===== src/rtl/nco_pkg.sv =====
package nco_pkg;
  typedef enum logic [1:0] {
    MODE_CONT  = 2'd0,
    MODE_ABS   = 2'd1,
    MODE_TRACK = 2'd2
  } phase_mode_e;

  localparam logic [7:0] ADR_CTRL = 8'h02;
  localparam logic [7:0] ADR_FTW0 = 8'h0A;
  localparam logic [7:0] ADR_OFF0 = 8'h0E;
  localparam int CTRL_CLR_BIT = 6;
  localparam int CTRL_TRK_BIT = 7;

  function automatic phase_mode_e decode_mode(input logic clr_en, input logic trk_sel);
    if (!clr_en)     return MODE_CONT;
    else if (trk_sel) return MODE_TRACK;
    else             return MODE_ABS;
  endfunction
endpackage


===== src/rtl/nco_timebase.sv =====
module nco_timebase #(
  parameter int TS_W = 64
) (
  input  logic            clk,
  input  logic            rst,
  output logic [TS_W-1:0] ts_q
);
  always_ff @(posedge clk) begin
    if (rst) ts_q <= '0;
    else     ts_q <= ts_q + TS_W'(1);
  end

  // one step per clock
  p_ts_step_r11: assert property (@(posedge clk) disable iff (rst)
    1'b1 |=> ts_q == $past(ts_q) + TS_W'(1));
endmodule


===== src/rtl/nco_regfile.sv =====
module nco_regfile
  import nco_pkg::*;
#(
  parameter int ACC_W  = 32,
  parameter int OFF_W  = 14,
  parameter int ADDR_W = 8
) (
  input  logic              clk,
  input  logic              rst,
  input  logic              wr_en,
  input  logic [ADDR_W-1:0] wr_addr,
  input  logic [7:0]        wr_data,
  input  logic              upd,
  output logic [ACC_W-1:0]  ftw_sh,
  output logic [OFF_W-1:0]  off_sh,
  output logic [ACC_W-1:0]  ftw_act,
  output logic [OFF_W-1:0]  off_act,
  output phase_mode_e       mode
);
  localparam int FTW_BYTES = ACC_W / 8;
  localparam int OFF_BYTES = (OFF_W + 7) / 8;

  // one shadow byte per address, least significant first
  for (genvar i = 0; i < FTW_BYTES; i++) begin : g_ftw
    logic [7:0] b_q;
    always_ff @(posedge clk) begin
      if (rst) b_q <= '0;
      else if (wr_en && wr_addr == ADDR_W'(ADR_FTW0) + ADDR_W'(i)) b_q <= wr_data;
    end
    assign ftw_sh[8*i +: 8] = b_q;
  end

  for (genvar j = 0; j < OFF_BYTES; j++) begin : g_off
    localparam int BW = (OFF_W - 8*j > 8) ? 8 : OFF_W - 8*j;
    logic [BW-1:0] b_q;
    always_ff @(posedge clk) begin
      if (rst) b_q <= '0;
      else if (wr_en && wr_addr == ADDR_W'(ADR_OFF0) + ADDR_W'(j)) b_q <= wr_data[BW-1:0];
    end
    assign off_sh[8*j +: BW] = b_q;
  end

  // mode is a plain control register sampled at the next strobe
  always_ff @(posedge clk) begin
    if (rst) mode <= MODE_CONT;
    else if (wr_en && wr_addr == ADDR_W'(ADR_CTRL))
      mode <= decode_mode(wr_data[CTRL_CLR_BIT], wr_data[CTRL_TRK_BIT]);
  end

  // active copy taken from the shadow as it stood before this edge
  always_ff @(posedge clk) begin
    if (rst) begin
      ftw_act <= '0;
      off_act <= '0;
    end else if (upd) begin
      ftw_act <= ftw_sh;
      off_act <= off_sh;
    end
  end

  logic addr_mapped;
  always_comb begin
    addr_mapped = (wr_addr == ADDR_W'(ADR_CTRL))
               || (wr_addr >= ADDR_W'(ADR_FTW0) && wr_addr < ADDR_W'(ADR_FTW0) + ADDR_W'(FTW_BYTES))
               || (wr_addr >= ADDR_W'(ADR_OFF0) && wr_addr < ADDR_W'(ADR_OFF0) + ADDR_W'(OFF_BYTES));
  end

  // active values move only on a strobe
  p_hold_active_r4: assert property (@(posedge clk) disable iff (rst)
    !upd |=> $stable(ftw_act) && $stable(off_act));

  // unmapped writes leave all state alone
  p_ignore_unmapped_r9: assert property (@(posedge clk) disable iff (rst)
    (wr_en && !addr_mapped) |=> $stable(ftw_sh) && $stable(off_sh) && $stable(mode));
endmodule


===== src/rtl/nco_accum.sv =====
module nco_accum
  import nco_pkg::*;
#(
  parameter int ACC_W = 32,
  parameter int OFF_W = 14
) (
  input  logic             clk,
  input  logic             rst,
  input  logic             upd,
  input  phase_mode_e      mode,
  input  logic [ACC_W-1:0] ftw_act,
  input  logic [ACC_W-1:0] ftw_sh,
  input  logic [OFF_W-1:0] off_act,
  input  logic [OFF_W-1:0] off_sh,
  input  logic [ACC_W-1:0] ts_lo,
  output logic [ACC_W-1:0] phase_q
);
  localparam int PAD_W = ACC_W - OFF_W;

  logic [ACC_W-1:0] acc_q, acc_d, ts_next, phase_d;
  logic [OFF_W-1:0] off_d;

  assign ts_next = ts_lo + ACC_W'(1);

  always_comb begin
    acc_d = acc_q + ftw_act;
    if (upd) begin
      unique case (mode)
        MODE_ABS:   acc_d = '0;
        MODE_TRACK: acc_d = ftw_sh * ts_next;
        default:    acc_d = acc_q + ftw_act;
      endcase
    end
    off_d   = upd ? off_sh : off_act;
    phase_d = acc_d + {off_d, {PAD_W{1'b0}}};
  end

  always_ff @(posedge clk) begin
    if (rst) begin
      acc_q   <= '0;
      phase_q <= '0;
    end else begin
      acc_q   <= acc_d;
      phase_q <= phase_d;
    end
  end

  // output equals accumulator plus shifted active offset
  p_phase_sum_r2: assert property (@(posedge clk) disable iff (rst)
    phase_q == acc_q + {off_act, {PAD_W{1'b0}}});

  // continuous update keeps the running accumulator
  p_cont_keep_r5: assert property (@(posedge clk) disable iff (rst)
    (upd && mode == MODE_CONT) |=> acc_q == $past(acc_q) + $past(ftw_act));

  // absolute update clears the accumulator
  p_abs_clear_r6: assert property (@(posedge clk) disable iff (rst)
    (upd && mode == MODE_ABS) |=> acc_q == '0);

  // tracking update lines up with the timestamp
  p_track_align_r7: assert property (@(posedge clk) disable iff (rst)
    (upd && mode == MODE_TRACK) |=> acc_q == $past(ftw_sh) * ts_lo);
endmodule


===== src/rtl/nco_phase_core.sv =====
module nco_phase_core #(
  parameter int ACC_W  = 32,
  parameter int OFF_W  = 14,
  parameter int TS_W   = 64,
  parameter int ADDR_W = 8
) (
  input  logic              clk,
  input  logic              rst,
  input  logic              wr_en,
  input  logic [ADDR_W-1:0] wr_addr,
  input  logic [7:0]        wr_data,
  input  logic              upd_stb,
  output logic [ACC_W-1:0]  phase_out,
  output logic [TS_W-1:0]   time_now
);
  logic [ACC_W-1:0] ftw_sh, ftw_act;
  logic [OFF_W-1:0] off_sh, off_act;
  nco_pkg::phase_mode_e mode;

  nco_timebase #(.TS_W(TS_W)) u_time (
    .clk  (clk),
    .rst  (rst),
    .ts_q (time_now)
  );

  nco_regfile #(.ACC_W(ACC_W), .OFF_W(OFF_W), .ADDR_W(ADDR_W)) u_regs (
    .clk     (clk),
    .rst     (rst),
    .wr_en   (wr_en),
    .wr_addr (wr_addr),
    .wr_data (wr_data),
    .upd     (upd_stb),
    .ftw_sh  (ftw_sh),
    .off_sh  (off_sh),
    .ftw_act (ftw_act),
    .off_act (off_act),
    .mode    (mode)
  );

  nco_accum #(.ACC_W(ACC_W), .OFF_W(OFF_W)) u_acc (
    .clk     (clk),
    .rst     (rst),
    .upd     (upd_stb),
    .mode    (mode),
    .ftw_act (ftw_act),
    .ftw_sh  (ftw_sh),
    .off_act (off_act),
    .off_sh  (off_sh),
    .ts_lo   (time_now[ACC_W-1:0]),
    .phase_q (phase_out)
  );

  // reset leaves phase and timestamp at zero
  p_reset_zero_r1: assert property (@(posedge clk)
    rst |=> (phase_out == '0 && time_now == '0));
endmodule


===== config.mk =====
export PLATFORM = sky130hd
export DESIGN_NAME = nco_phase_core
export DESIGN_NICKNAME = d
export VERILOG_FILES = /design/src/rtl/nco_pkg.sv /design/src/rtl/nco_timebase.sv /design/src/rtl/nco_regfile.sv /design/src/rtl/nco_accum.sv /design/src/rtl/nco_phase_core.sv
export SDC_FILE = /design/constraint.sdc
export NUM_CORES = 2
export LEC_CHECK = 0
export BUFFER_PORTS_ARGS = -buffer_cell sky130_fd_sc_hd__buf_2
export CAP_MARGIN = 25
export CORE_ASPECT_RATIO = 0.7
export CORE_MARGIN = 4
export CORE_UTILIZATION = 45
export DETAILED_ROUTE_END_ITERATION = 10
export PLACE_DENSITY = 0.66
export SKIP_LAST_GASP = 1
export SYNTH_ARGS = -nofsm -noshare
export SYNTH_HDL_FRONTEND = slang
export SYNTH_HIERARCHICAL = 1
export SYNTH_SLANG_ARGS = --single-unit

===== constraint.sdc =====
create_clock -name clk -period 13.9 [get_ports clk]
set_clock_uncertainty 0.2 [all_clocks]
set_input_delay 0.695 -clock clk [delete_from_list [all_inputs] [get_ports clk]]
set_output_delay 0.695 -clock clk [all_outputs]
set_load 0.05 [all_outputs]

* Word-level counts from Yosys, hierarchy flattened
Index checks and enable logic that the tools add are counted.
Operators by class: add/sub/neg operators 4, multiply operators 1, equality and inequality tests 9, mux-type cells 5, reduce and logical (&&, ||, !) cells 7
Operator list (count):
- 32-bit adder | 2
- 64-bit by 1-bit adder with 64-bit output (second input constant) | 1
- 32-bit one-hot mux with 2 select lines | 1
- 8-bit by 4-bit equality test with 1-bit output (second input constant) | 6
- 32-bit by 1-bit adder with 32-bit output (second input constant) | 1
- 32-bit by 32-bit multiplier with 32-bit output | 1
- 32-bit 2-to-1 mux | 1
- 14-bit 2-to-1 mux | 1
- 8-bit by 2-bit equality test with 1-bit output (second input constant) | 1
- 1-bit logical AND | 7
- 2-bit 2-to-1 mux | 2
- 2-bit by 1-bit equality test with 1-bit output (second input constant) | 1
- 2-bit equality test (second input constant) | 1
Storage, ports and cells: bits in registers 222, input bits 20, output and inout port bits 96, word-level logic and storage cells 38

* Depth between registers and ports, before layout
word-level depth 5, gate-level depth with buffers 45, gate-level depth less buffers 43

* By module
The synthesis kept the hierarchy.
By module, submodules not included:
- nco_accum | instances 1, cells an instance 2326, area each 20215.6 µm², sequential area each 920.9 µm²
- nco_regfile | instances 1, cells an instance 330, area each 3597.2 µm², sequential area each 1881.8 µm²
- nco_timebase | instances 1, cells an instance 343, area each 2930.3 µm², sequential area each 1281.2 µm²

* Worst setup path after synthesis
Ideal clock, no wire load.
path kind reg2reg, start point register u_time.ts_q[0], end point register u_acc.phase_q[31], library setup time 65 ps, arrival 10095 ps, path slack 3540 ps, stages on the path, launching flop included 42, cells stage by stage dfxtp_1 ha_1 nand3_1 xnor2_1 clkbuf_1 nand2_1 fa_1 inv_1 fa_1 inv_1 fa_1 fa_1 inv_1 ha_1 ha_1 inv_1 fa_1 fa_1 (+6 left out) a21o_1 a21oi_1 xnor2_1 nand2_1 o21ai_0 ha_1 a21o_1 a21oi_1 o21bai_1 a21oi_1 o21bai_1 a21oi_1 o21bai_1 a2111o_1 a31o_2 a21oi_1 xnor3_1 nor2_1
Between the ends: cells in the longest elaborated chain, start to end 5
RTL lines:
- start: declaration | line nco_timebase.sv:6 | output logic [TS_W-1:0] ts_q
- start signal: assignment | line nco_timebase.sv:10 | else ts_q <= ts_q + TS_W'(1);
- 32-bit by 1-bit adder with 32-bit output | line nco_accum.sv:23 | assign ts_next = ts_lo + ACC_W'(1);
- 32-bit by 32-bit multiplier with 32-bit output | line nco_accum.sv:30 | MODE_TRACK: acc_d = ftw_sh * ts_next;
- 32-bit one-hot mux with 2 select lines | line nco_accum.sv:28 | unique case (mode)
- 32-bit 2-to-1 mux | line nco_accum.sv:27 | if (upd) begin
- named net u_acc.acc_d[19] | line nco_accum.sv:20 | logic [ACC_W-1:0] acc_q, acc_d, ts_next, phase_d;
- 32-bit adder | line nco_accum.sv:35 | phase_d = acc_d + {off_d, {PAD_W{1'b0}}};
- end signal: assignment | line nco_accum.sv:44 | phase_q <= phase_d;
- end: declaration | line nco_accum.sv:16 | output logic [ACC_W-1:0] phase_q
The timed path passes the listed nets, and every way through them passes these cells. A chain may end at the register's enable or synchronous reset.

* Worst setup path in the final report
Ends and elaborated chain as after synthesis.

==> summary.txt <==
synthesized area per cell -> 8.92 um2
dpl hpwl -> 53700 um
Tightest Hold Check Type -> reg -> reg
adder-cell share of the synthesized area -> 38.6%
dpl ws -> 2.70 ns
area leader, netlist -> fa_1
PD cells -> 45.2 nW/um2
Slew headroom -> 24.3%
Worst Hold Launch -> u_time/ts_q[0]$_SDFF_PP0_
# Post-CTS Setup Buffers -> 0
IO buf count -> 115
Yosys reg bits -> 204
root buffer cell -> clkbuf_16
fin nets -> 3633
1st-pass router iterations -> 5
area of the mapped netlist -> 26700 um2
antenna viol nets, final -> 0
Final Setup Violations -> 0
H-tree depth -> 1
Clk pin slew, worst setup/hold paths -> 0.06 ns
CTS tree -> yes
Ys Warns -> 6
Post-DP Area -> 28100 um2
PostCTS Resize Cnt -> 0
Post-synth EDFFs -> 0
max-cap viol count -> 0
Clock Sinks -> 204
Synth area leaders -> fa_1 (31%), dfxtp_1 (15%), ha_1 (8.0%)
Hold Vio Cnt, Final -> 0
DR iter-0 viols -> 1706
Final min period -> 11.35 ns
critical path endpoint category -> flip-flop
Post-Synth XOR/XNOR Area -> 6.41%
simple-gate share of the synthesized area -> 19.9%
initial antenna violation count -> 0
sequential fraction of the synthesis area -> 15.3%
Worst Max-Slew Pin Slew -> 1.13 ns
Setup TNS -> 0 ns
Synth Area in Compound Gates -> 5.98%
std cell rows -> 74
critical path launch point -> u_time/ts_q[0]$_SDFF_PP0_
Worst path slowest cell -> a2111oi_0
final worst slack -> 2.55 ns
top cells by count, synth -> inv_1 (504), fa_1 (410), nand2_1 (323)
# DRC -> 0
unrepaired setup endpoints after global routing -> false
hold-fix buffers at CTS -> 0
antenna cells -> 0
crit path kind -> reg -> reg
total power -> 1310 uW
top-count cell post-synth -> inv_1
number of buffers created by CTS -> 24
WL/cell -> 18.8 um
Finished Core Util -> 49.3%
clock latency on the worst-skew pair -> 0.54 ns
first-pass GRT wire length -> 116000 um
CP Data Required Time -> 14.17 ns
Die Wd -> 299 um
Area Overhead vs Synth -> 8.07%
most used cell, CP -> ha_1
Startpoint Class -> flip-flop
core area -> 58600 um2
period utilisation layout -> 81.7%
asr flop ratio synth -> 0%
Lkg Pwr -> 0.0144 uW
WP data arrival -> 11.62 ns
DRT Wirelength -> 72400 um
outcome -> completed
share of cells above drive strength 1 -> 8.33%
global route overflow -> 0
Synth cell types -> 74
vias in the first global route -> 20.4k
Main synth FF type -> dfxtp_1
largest family of logic cells by synthesized area -> adder cells
Die ar. -> 63500 um2
fraction of synthesized area in multiplexers -> 4.29%
RePlAce Congestion -> 0.883
starting density of the core -> 45.6%
Max FO, Critical Path -> 36
syn nets -> 3599
Critical R2R Launch -> u_time/ts_q[0]$_SDFF_PP0_
Yosys top cell area share -> 30.7%
Fmax -> 88.1 MHz
via count -> 20.1k
vias per inst -> 5.24
Die Y -> 212 um
Syn Inst Count -> 2999
design area -> 28900 um2
slowest stage delay, CP -> 0.70 ns
gr usage total -> 23.2%
Peak VDD IR -> 0.0000691 V
pin count of the biggest net entering global routing -> 132
# IOs -> 116
Max clock buf depth -> 3
fin. max-slew vios -> 0
final timing paths:
path                                  endpoint  slack, ns  cells past startpoint
hold reg to reg      u_time/ts_q[0]$_SDFF_PP0_       0.26                      1
hold / removal       u_time/ts_q[0]$_SDFF_PP0_       0.26                      1
setup reg to reg  u_acc/phase_q[31]$_SDFF_PP0_       2.55                     42
setup / recovery  u_acc/phase_q[31]$_SDFF_PP0_       2.55                     42
area by class of cell:
cell class	count	area, um2
clock buffers	33	706
clock inverters	9	111
fillers	5561	29700
inverters	504	1890
multi-input cells	2141	20200
flip-flops and latches	204	4090
well taps	798	998
repair buffers	158	907
sequential cells by signal, summed over array words and instances, names as in the netlist:
| name | flops |
|---|---|
| u_time/ts_q | 64 |
| u_acc/phase_q | 32 |
| u_regs/ftw_act | 32 |
| u_regs/g_ftw.b_q | 32 |
| u_acc/acc_q | 14 |
| u_regs/g_off.b_q | 14 |
| u_regs/off_act | 14 |
| u_regs/mode | 2 |
metrics by stage:
step,instances,hold slack [ns]
2_1_floorplan,2999,0.252
3_5_place_dp,3804,0.257
3_3_place_gp,3803,0.244
4_1_cts,3846,0.269
5_1_grt,3847,0.295
6_report,3847,0.264
cells in the final DEF, fill, tap and decap left out, types with 41 or more instances in the layout:
master,netlist,final
buf_2,4,113
nor2_1,155,155
nand4_1,41,41
nand2b_1,86,86
mux2i_1,99,99
dfxtp_1,204,203
xor2_1,64,62
o21ai_0,44,44
nand2_1,323,323
a21oi_1,79,79
and2_1,218,218
inv_1,504,504
xnor2_1,99,90
ha_1,170,170
buf_4,18,42
fa_1,410,410
metal layers:
metal	vias up	share of wire (%)	GRT usage (%)	wire, um
li1	9404	-	-	-
met5	-	0	0	0
met4	0	2.2	5.04	1590
met2	718	41	33.4	29600
met3	93	9.5	5.83	6910
met1	9931	47	35.2	34400
cells by family after synthesis:
family / after synthesis
DFF: 204
muxes: 113
AOI/OAI and AO/OA: 251
xor gates and xnor gates: 176
buffers and inverters: 654
and+or+nand+nor: 1021
adders and majority gates: 580
critical path: cells and delay by family (launching register included):
kind	cells	cell delay, ns
DFF	1	0.37
AOI/OAI and AO/OA	16	3.88
buffers and inverters	6	0.89
and+or+nand+nor	6	1.07
xor gates and xnor gates	3	0.70
adders and majority gates	11	4.13
where the power goes:
part	internal [uW]	leakage, uW	total, uW	switching, uW
clock network	393	0.000402	658	266
logic	17.5	0.0123	59.2	41.7
registers	586	0.00164	588	1.97
total	996	0.0144	1310	309
No activity file was read; power rests on OpenSTA's default activity.
